==> config.mk <==
export PLATFORM = sky130hd
export DESIGN_NAME = mac_ctrl_regs
export DESIGN_NICKNAME = d
export VERILOG_FILES = /design/src/rtl/mac_regs_pkg.sv /design/src/rtl/srst_seq.sv /design/src/rtl/irq_status.sv /design/src/rtl/match_bank.sv /design/src/rtl/mac_ctrl_regs.sv
export SDC_FILE = /design/constraint.sdc
export NUM_CORES = 2
export LEC_CHECK = 0
export ABC_AREA = 1
export BUFFER_PORTS_ARGS = -buffer_cell sky130_fd_sc_hd__clkbuf_2
export CORE_MARGIN = 4
export CORE_UTILIZATION = 50
export CTS_BUF_LIST = sky130_fd_sc_hd__clkbuf_8
export DETAILED_ROUTE_END_ITERATION = 12
export PLACE_DENSITY = 0.66
export SLEW_MARGIN = 25
export SYNTH_ARGS = -nofsm -noshare
export SYNTH_HDL_FRONTEND = slang
export SYNTH_SLANG_ARGS = --single-unit
==> constraint.sdc <==
create_clock -name clk -period 15.6 [get_ports clk]
set_input_delay 1.56 -clock clk [delete_from_list [all_inputs] [get_ports clk]]
set_output_delay 1.56 -clock clk [all_outputs]
set_load 0.03 [all_outputs]
==> src/rtl/mac_regs_pkg.sv <==
package mac_regs_pkg;
  localparam int DW = 32;
  localparam int AW = 6;

  localparam logic [AW-1:0] IX_CMD   = 6'd0;
  localparam logic [AW-1:0] IX_IEN   = 6'd1;
  localparam logic [AW-1:0] IX_STS   = 6'd2;
  localparam logic [AW-1:0] IX_TXR   = 6'd3;
  localparam logic [AW-1:0] IX_RXR   = 6'd4;
  localparam logic [AW-1:0] IX_FTHR  = 6'd5;
  localparam logic [AW-1:0] IX_RMAX  = 6'd6;
  localparam logic [AW-1:0] IX_MISS  = 6'd7;
  localparam logic [AW-1:0] IX_MGMT  = 6'd8;
  localparam logic [AW-1:0] IX_MCTL  = 6'd9;
  localparam logic [AW-1:0] IX_MEN   = 6'd10;
  localparam int            MATCH_BASE = 16;

  localparam logic [DW-1:0] RV_RING = 32'hFFFF_FFFC;
  localparam logic [DW-1:0] RV_FTHR = 32'h0000_0101;
  localparam logic [DW-1:0] RV_RMAX = 32'h0000_0800;
  localparam logic [DW-1:0] RV_MISS = 32'h0000_7FFF;
  localparam logic [DW-1:0] RV_MGMT = 32'h0090_0000;

  localparam logic [DW-1:0] STS_DEFINED = 32'h0185_0F19;

  localparam int CMD_SRST = 24;
  localparam int CMD_TXON = 8;
  localparam int CMD_LONG = 1;
  localparam int CMD_RXON = 0;
  localparam int MCTL_UCAST = 0;
  localparam int MCTL_CMP   = 4;
endpackage

==> src/rtl/srst_seq.sv <==
module srst_seq #(
  parameter int CYC = 8
) (
  input  logic clk,
  input  logic rst,
  input  logic start,
  output logic busy,
  output logic clr
);
  localparam int CW = $clog2(CYC + 1);
  logic [CW-1:0] cnt;

  assign busy = (cnt != '0);
  assign clr  = start && !busy;

  always_ff @(posedge clk) begin
    if (rst)      cnt <= '0;
    else if (clr) cnt <= CW'(CYC);
    else if (busy) cnt <= cnt - CW'(1);
  end


  cnt_down_chk: assert property (@(posedge clk) disable iff (rst)
    busy |=> (cnt == $past(cnt) - CW'(1)));
endmodule

==> src/rtl/irq_status.sv <==
module irq_status #(
  parameter int DW = 32,
  parameter logic [DW-1:0] SET_MASK = '1
) (
  input  logic          clk,
  input  logic          rst,
  input  logic          clr,
  input  logic          hold,
  input  logic [DW-1:0] w1c,
  input  logic [DW-1:0] evt,
  input  logic [DW-1:0] ien,
  output logic [DW-1:0] sts,
  output logic          tx_irq,
  output logic          rx_irq
);
  localparam int HW = DW / 2;
  logic [DW-1:0] set_v;
  logic [DW-1:0] act;

  assign set_v = hold ? '0 : (evt & SET_MASK);
  assign act   = sts & ien;

  always_ff @(posedge clk) begin
    if (rst || clr) sts <= '0;
    else            sts <= (sts & ~w1c) | set_v;
  end

  always_ff @(posedge clk) begin
    if (rst) begin
      tx_irq <= 1'b0;
      rx_irq <= 1'b0;
    end else begin
      tx_irq <= |act[DW-1:HW];
      rx_irq <= |act[HW-1:0];
    end
  end


  set_wins_chk: assert property (@(posedge clk) disable iff (rst)
    (!clr && set_v != '0) |=> ((sts & $past(set_v)) == $past(set_v)));

  tx_line_chk: assert property (@(posedge clk) disable iff (rst)
    (act[DW-1:HW] != '0) |=> tx_irq);

  rx_line_chk: assert property (@(posedge clk) disable iff (rst)
    (act[HW-1:0] == '0) |=> !rx_irq);
endmodule

==> src/rtl/match_bank.sv <==
module match_bank #(
  parameter int DW    = 32,
  parameter int PAIRS = 16
) (
  input  logic          clk,
  input  logic          rst,
  input  logic          clr,
  input  logic          we,
  input  logic [$clog2(2*PAIRS)-1:0] idx,
  input  logic [DW-1:0] wdata,
  output logic [DW-1:0] rdata
);
  localparam int WORDS = 2 * PAIRS;
  logic [DW-1:0] mem [WORDS];

  for (genvar g = 0; g < WORDS; g++) begin : g_word
    always_ff @(posedge clk) begin
      if (rst || clr)                      mem[g] <= '0;
      else if (we && idx == g[$clog2(WORDS)-1:0]) mem[g] <= wdata;
    end
  end

  assign rdata = mem[idx];


  match_clr_chk: assert property (@(posedge clk) disable iff (rst)
    clr |=> (mem[0] == '0 && mem[WORDS-1] == '0));
endmodule

==> src/rtl/mac_ctrl_regs.sv <==
module mac_ctrl_regs
  import mac_regs_pkg::*;
#(
  parameter int PAIRS    = 16,
  parameter int SRST_CYC = 8
) (
  input  logic          clk,
  input  logic          rst,
  input  logic          wr_en,
  input  logic          rd_en,
  input  logic [AW-1:0] addr,
  input  logic [DW-1:0] wr_data,
  output logic [DW-1:0] rd_data,
  input  logic [DW-1:0] evt,
  output logic          tx_irq,
  output logic          rx_irq,
  output logic          tx_on,
  output logic          rx_on,
  output logic          long_ok,
  output logic          ucast_all,
  output logic          cmp_on,
  output logic [DW-1:0] tx_ring,
  output logic [DW-1:0] rx_ring
);
  localparam int LW = $clog2(2 * PAIRS);

  logic busy, clr, wr_ok, srst_req;
  logic [DW-1:0] cmd, ien, sts, fthr, rmax, miss, mgmt, mctl, men;
  logic [DW-1:0] m_rdata, rmux, w1c;
  logic [AW-1:0] moff;
  logic in_match;

  assign wr_ok    = wr_en && !busy;
  assign srst_req = wr_ok && addr == IX_CMD && wr_data[CMD_SRST];
  assign moff     = addr - AW'(MATCH_BASE);
  assign in_match = (addr >= AW'(MATCH_BASE)) && (moff < AW'(2 * PAIRS));
  assign w1c      = (wr_ok && addr == IX_STS) ? wr_data : '0;

  srst_seq #(.CYC(SRST_CYC)) u_srst (
    .clk(clk), .rst(rst), .start(srst_req), .busy(busy), .clr(clr)
  );

  irq_status #(.DW(DW), .SET_MASK(STS_DEFINED)) u_sts (
    .clk(clk), .rst(rst), .clr(clr), .hold(busy), .w1c(w1c), .evt(evt),
    .ien(ien), .sts(sts), .tx_irq(tx_irq), .rx_irq(rx_irq)
  );

  match_bank #(.DW(DW), .PAIRS(PAIRS)) u_match (
    .clk(clk), .rst(rst), .clr(clr), .we(wr_ok && in_match),
    .idx(moff[LW-1:0]), .wdata(wr_data), .rdata(m_rdata)
  );

  always_ff @(posedge clk) begin
    if (rst || clr) begin
      cmd     <= '0;
      ien     <= '0;
      tx_ring <= RV_RING;
      rx_ring <= RV_RING;
      fthr    <= RV_FTHR;
      rmax    <= RV_RMAX;
      miss    <= RV_MISS;
      mgmt    <= RV_MGMT;
      mctl    <= '0;
      men     <= '0;
    end else if (wr_ok) begin
      case (addr)
        IX_CMD:  cmd     <= wr_data & ~(DW'(1) << CMD_SRST);
        IX_IEN:  ien     <= wr_data;
        IX_TXR:  tx_ring <= wr_data;
        IX_RXR:  rx_ring <= wr_data;
        IX_FTHR: fthr    <= wr_data;
        IX_RMAX: rmax    <= wr_data;
        IX_MISS: miss    <= wr_data;
        IX_MGMT: mgmt    <= wr_data;
        IX_MCTL: mctl    <= wr_data;
        IX_MEN:  men     <= wr_data;
        default: ;
      endcase
    end
  end

  always_comb begin
    rmux = '0;
    if (in_match) rmux = m_rdata;
    else begin
      case (addr)
        IX_CMD:  rmux = cmd;
        IX_IEN:  rmux = ien;
        IX_STS:  rmux = sts;
        IX_TXR:  rmux = tx_ring;
        IX_RXR:  rmux = rx_ring;
        IX_FTHR: rmux = fthr;
        IX_RMAX: rmux = rmax;
        IX_MISS: rmux = miss;
        IX_MGMT: rmux = mgmt;
        IX_MCTL: rmux = mctl;
        IX_MEN:  rmux = men;
        default: rmux = '0;
      endcase
    end
  end

  always_ff @(posedge clk) begin
    if (rst)         rd_data <= '0;
    else if (rd_en)  rd_data <= busy ? '0 : rmux;
  end

  assign tx_on     = cmd[CMD_TXON];
  assign rx_on     = cmd[CMD_RXON];
  assign long_ok   = cmd[CMD_LONG];
  assign ucast_all = mctl[MCTL_UCAST];
  assign cmp_on    = mctl[MCTL_CMP];


  busy_read_zero_chk: assert property (@(posedge clk) disable iff (rst)
    (rd_en && busy) |=> (rd_data == '0));

  busy_write_drop_chk: assert property (@(posedge clk) disable iff (rst)
    (wr_en && busy) |=> (tx_ring == $past(tx_ring) && ien == $past(ien)));

  srst_bit_clear_chk: assert property (@(posedge clk) disable iff (rst)
    clr |=> (cmd == '0));
endmodule

======== After elaboration in Yosys (flattened, before gate mapping) ========
Memory sizes are Yosys's and may differ from the RTL's.
Cells that the tools add are included.
storage, ports and cells
  word-level logic and storage cells ...... 293
  register bits after elaboration ......... 389
  output and inout port bits .............. 103
  bits of input ports ..................... 74
  memories ................................ 1
  RAM bits ................................ 1,024
memory list
  memory       words  bits a word  rd ports  clocked after Yosys merged registers in  write ports  line              text
  u_match.mem  32     32           1         0                                        32           match_bank.sv:14  logic [DW-1:0] mem [WORDS];
cells by class
  equal/unequal tests ..................... 41
  order comparisons ....................... 2
  bitwise logic cells ..................... 36
  add/subtract/negate cells ............... 2
  muxes and demuxes ....................... 137
  reduce and logical (&&, ||, !) cells .... 58
operators with widths
  operator               count
  $mux W32               35
  $pmux W32 S11          1
  $mux W1                98
  $eq A5 B5 Y1 const B   16
  $and A32 B32 Y32       2
  $eq A5 B4 Y1 const B   8
  $logic_and A1 B1 Y1    39
  $not A32 Y32           1
  $or A1 B1 Y1           32
  $or A32 B32 Y32        1
  $reduce_or A16 Y1      2
  $mux W25               1
  $eq A6 B3 Y1 const B   4
  $eq A5 B3 Y1 const B   4
  $reduce_and A2 Y1      10
  $eq A6 B4 Y1 const B   3
  $eq A6 B2 Y1 const B   2
  $eq A5 B2 Y1 const B   2
  $mux W4                2
  $eq A6 B1 Y1 const B   1
  $ge A6 B5 Y1 const B   1
  $logic_not A6 Y1       1
  $lt A6 B6 Y1 const B   1
  $sub A6 B5 Y6 const B  1
  8 further kinds        8

======== Logic depth before layout (Yosys ltp) ========
  depth after elaboration ................. 10
  depth in mapped cells ................... 16
  gate-level depth less buffers ........... 12

======== Modules after synthesis ========
Synthesis repeated with hierarchy kept, for this count alone.
second synthesis, totals
  cells, all modules ...................... 7,549
  area total of the unflattened synthesis .. 63,983.9 µm²
by module, submodules not included
  module         sequential area each (µm²)  cells each  instances  area an instance (µm²)
  match_bank     30,749.5                    5,154       1          46,976.3
  mac_ctrl_regs  7,026.7                     2,179       1          15,315.9
  irq_status     680.7                       180         1          1,457.6
  srst_seq       80.1                        36          1          234.0

======== Least setup slack after synthesis ========
OpenSTA, ideal clock, no wires.
  path type ............................... input to register
  start ................................... input addr[4]
  end ..................................... memory u_match.mem[0][0] (enable)
  library setup time ...................... 466 ps
  stages .................................. 12
  buffers on the path ..................... 4
  data required time ...................... 15,134 ps
  setup slack ............................. 9,381 ps
  data arrival time ....................... 5,753 ps
  path through ............................ clkbuf_1 clkinv_1 clkbuf_1 ha_1 clkbuf_1 inv_2 nor2_1 inv_2 nor2_2 inv_2 clkbuf_1 o21ai_0
RTL lines
  element      line                 text
  from (decl)  mac_ctrl_regs.sv:11  input logic [AW-1:0] addr,
  to (decl)    match_bank.sv:14

======== Worst setup path after layout ========
  start ................................... input addr[4]
  end ..................................... register rmax[16]
on the way
  word-level cells in the longest chain between the ends .. 5
  elaborated cells between the ends (all ways) .. 7
  those cells by class .................... eq/ne: 1; reduce/logical: 6
ends and longest elaborated chain
  element                            line                 text
  $logic_not A6 Y1                   mac_ctrl_regs.sv:34  assign srst_req = wr_ok && addr == IX_CMD && wr_data[CMD_SRST];
  $logic_and A1 B1 Y1 (2 in series)  mac_ctrl_regs.sv:34
  $logic_and A1 B1 Y1                srst_seq.sv:14       assign clr = start && !busy;
  $logic_or A1 B1 Y1                 mac_ctrl_regs.sv:54  if (rst || clr) begin
  to (signal assigned)               mac_ctrl_regs.sv:72  IX_RMAX: rmax <= wr_data;
  to (decl)                          mac_ctrl_regs.sv:28  logic [DW-1:0] cmd, ien, sts, fthr, rmax, miss, mgmt, mctl, men;
Several ways; a longest one is shown, not always the timed one.
A chain may end at the register's enable or synchronous reset.

==> impl_results.md <==
* Status: finished, final reports clean
* Antenna violations before repair at 16
* Placer Congestion at 0.928
* Final count of hold timing violations at 0
* CTS sink count at 1413
* Postcts setup bufs at 0
* Post-route minimum period at 6.11 ns
* Die span in y at 365 µm
* Mean Syn Cell Area at 8.52 µm²
* Gate Count Post-Synth at 7479
* Drt wl/cell at 23.8 µm
* Clock buffer depth at 3
* Detail Route Antenna Nets at 0
* DP Worst Slack at 8.13 ns
* First-pass GRT wire length at 320 mm
* Post-synthesis simple-gate area fraction at 26.2%
* Drt initial violations at 6605
* Compound-Gate Fraction of Synth Area at 5.31%
* Crit-path max cell delay at 0.93 ns
* Layout overhead on the synthesized area at 9.83%
* Setup TNS at 0 ns
* H-tree lvl count at 4
* HP Start: fthr[13]
* GRT Total Usage at 32.8%
* Critical path arrival at 6.88 ns
* Post-synth EDFFs at 1024
* Row cnt at 130
* Worst r2r src: u_srst.cnt[0]
* Capture point of the worst reg-to-reg path: u_match.mem[6][11]
* Area of the die at 133000 µm²
* CTS Hold Bufs at 0
* Synthesized Nets at 7556
* Io pins at 177
* Clk slew on worst S/H paths at 0.07 ns
* Nets at 7526
* Cell count of the worst reg-to-reg path at 11
* Commonest non-fill, non-tap cell in the layout: nor2_1
* Flops & latches, synth at 1413
* Post-route setup slack at 9.49 ns
* Core area at 126000 µm²
* Fin crit share at 39.2%
* Crit Path Class: in2reg
* Post-Synth Adder-Cell Area at 0.0589%
* Register area share after synthesis at 60.5%
* HPWL Detailed at 126 mm
* Worst Hold End: fthr[13]
* Core Util, Final at 55.5%
* Share of synthesized registers carrying an async set or reset at 0%
* Commonest cells after routing, fill and taps aside: 2137 x nor2_1, 1794 x nand2_1, 1024 x edfxtp_1
* Leak at 30.3 nW
* Power Density at 115 nW/µm²
* Worst-Skew Late Latency at 0.95 ns
* Clk_skew at 0.0430 ns
* Top_reg_cell synth: edfxtp_1
* Synth warn at 0
* Fmax achieved at 0.164 GHz
* Worst-margin pin slew at 1.15 ns
* Gr ovfl total at 0
* Tot Pwr at 8.02 mW
* Vias per cell at 5.65
* Max-Cap Viols at 0
* Number of cells on the worst hold path at 2
* FILL cells at 11300
* Layout cell share with drive strength beyond 1 at 9.34%
* Cell mode on critical path: buf_4
* Largest family of logic cells by synthesized area: simple AND/OR/NAND/NOR gates
* Initial Util at 50.5%
* Crit end category: flip-flop
* Startpoint Class: input port
* Num CTS Buffers at 222
* Worst path cell trace: clkbuf_2 > buf_4 > clkinv_1 > buf_4 > ha_4 > nand2_2 > nor2_4 > a21oi_4 > inv_8 > buf_4 > a21oi_1
* Mapped cell area at 63700 µm²
* Slowest CP cell: buf_4
* Die width at 365 µm
* Slew headroom at 23.0%
* Via count at 52400
* Remaining DRCs at 0
* Worst hold slack at 0.460 ns
* R2R setup slack at 11.68 ns
* Synth Area in XOR/XNOR at 0.0137%
* Slew Limit Fails at 0
* Required @ worst endpoint at 16.37 ns
* Unrepaired setup endpoints after global routing: false
* Port Buf Inserts at 155
* DRT Pass-1 Iters at 8
* Root Buffer: clkbuf_8
* Non-filler cells, final at 9279
* Synth unique cells at 37
* Final setup violating endpoints at 0
* Vias in the first global route at 48900
* Post_cts resized at 0
* Placed cells at 8874
* Multiplexer share of the synthesized area at 1.10%
* Max rail drop VDD at 0.0849 mV
* Worst min path class: reg2reg
* Total routed wirelength at 221 mm
* Placed Area at 65800 µm²
* CTS tree: yes
* Largest net degree at the start of global routing at 130
* Critical path fanouts, max at 129
* Design area at 70000 µm²
cells by family (layout without fill, tap and decap cells):
family                   Yosys count  in the layout
flip-flops                      1413           1413
other                              0              6
AND/OR/NAND/NOR                 4284           4284
buffers and inverters           1088           1232
AO/OA/AOI/OAI                    624            624
adder cells (fa/ha/maj)            3              3
multiplexers                      66             66
XOR/XNOR                           1              1
synthesized netlist by cell type (9+ instances only):
cell      number  share of area [%]
a21oi_1      283                2.2
o21ai_1        9              0.071
o22ai_1       63               0.62
o211ai_1      50               0.59
dfxtp_1      389                 12
o21ai_0      206                1.6
nand3_1      237                1.9
inv_2         17               0.10
mux2_2        28               0.49
mux2i_1       32               0.50
clkinv_1      18               0.11
buf_2        209                1.6
nor2_1      2153                 13
edfxtp_1    1024                 48
nand4_1       70               0.69
buf_1         42               0.25
inv_1        487                2.9
nand2_1     1798                 11
clkbuf_1     306                1.8
critical path, delay by kind of cell:
family / cells / cell delay [ns]
AO/OA/AOI/OAI: 2 / 0.27
AND/OR/NAND/NOR: 2 / 1.39
buffers and inverters: 6 / 2.57
adder cells (fa/ha/maj): 1 / 0.90
state kept, by name, indices dropped and copies added (netlist names), 4 cells and up:
name         cells
fthr            32
u_match.mem   1024
rd_data         32
men             32
cmd             31
tx_ring         32
rmax            32
miss            32
mgmt            32
u_sts.sts       32
rx_ring         32
ien             32
mctl            32
u_srst.cnt       4
layout make-up:
cell class	instances	area, µm²	area share (%)
sequential	1413	38500	55.1
multi-input combinational	4978	21200	30.3
clock buffer	238	3280	4.68
tap	1650	2060	2.95
timing repair buffer	311	1990	2.85
inverter	523	1970	2.82
clock inverter	160	883	1.26
antenna	6	15.0	0.0215
worst max-delay path by stage:
stage	startpoint	endpoint	slack, ns	cells past startpoint
2_1_floorplan	addr[4]	u_match.mem[0][0]	9.38	12
6_report	addr[4]	rmax[16]	9.49	11
5_1_grt	addr[4]	mctl[15]	9.40	11
3_3_place_gp	addr[4]	u_match.mem[12][30]	8.19	12
4_1_cts	addr[4]	u_match.mem[15][9]	9.14	12
3_5_place_dp	addr[4]	u_match.mem[15][1]	8.13	12
layer usage:
metal / vias up / global-route usage, % / routed length [µm]
li1: 23800 / - / -
met1: 24800 / 42.8 / 82200
met2: 3245 / 48.4 / 94100
met3: 609 / 8.87 / 28500
met4: 14 / 20.8 / 15800
met5: - / 0.0363 / 85
power breakdown:
group / switching [mW] / leakage [nW] / total, mW / internal, mW
sequential: 0.0563 / 13.7 / 4.21 / 4.15
clock: 1.49 / 2.41 / 3.00 / 1.52
combinational: 0.645 / 14.1 / 0.808 / 0.163
total: 2.19 / 30.3 / 8.02 / 5.83
(Power assumes the default switching activity.)
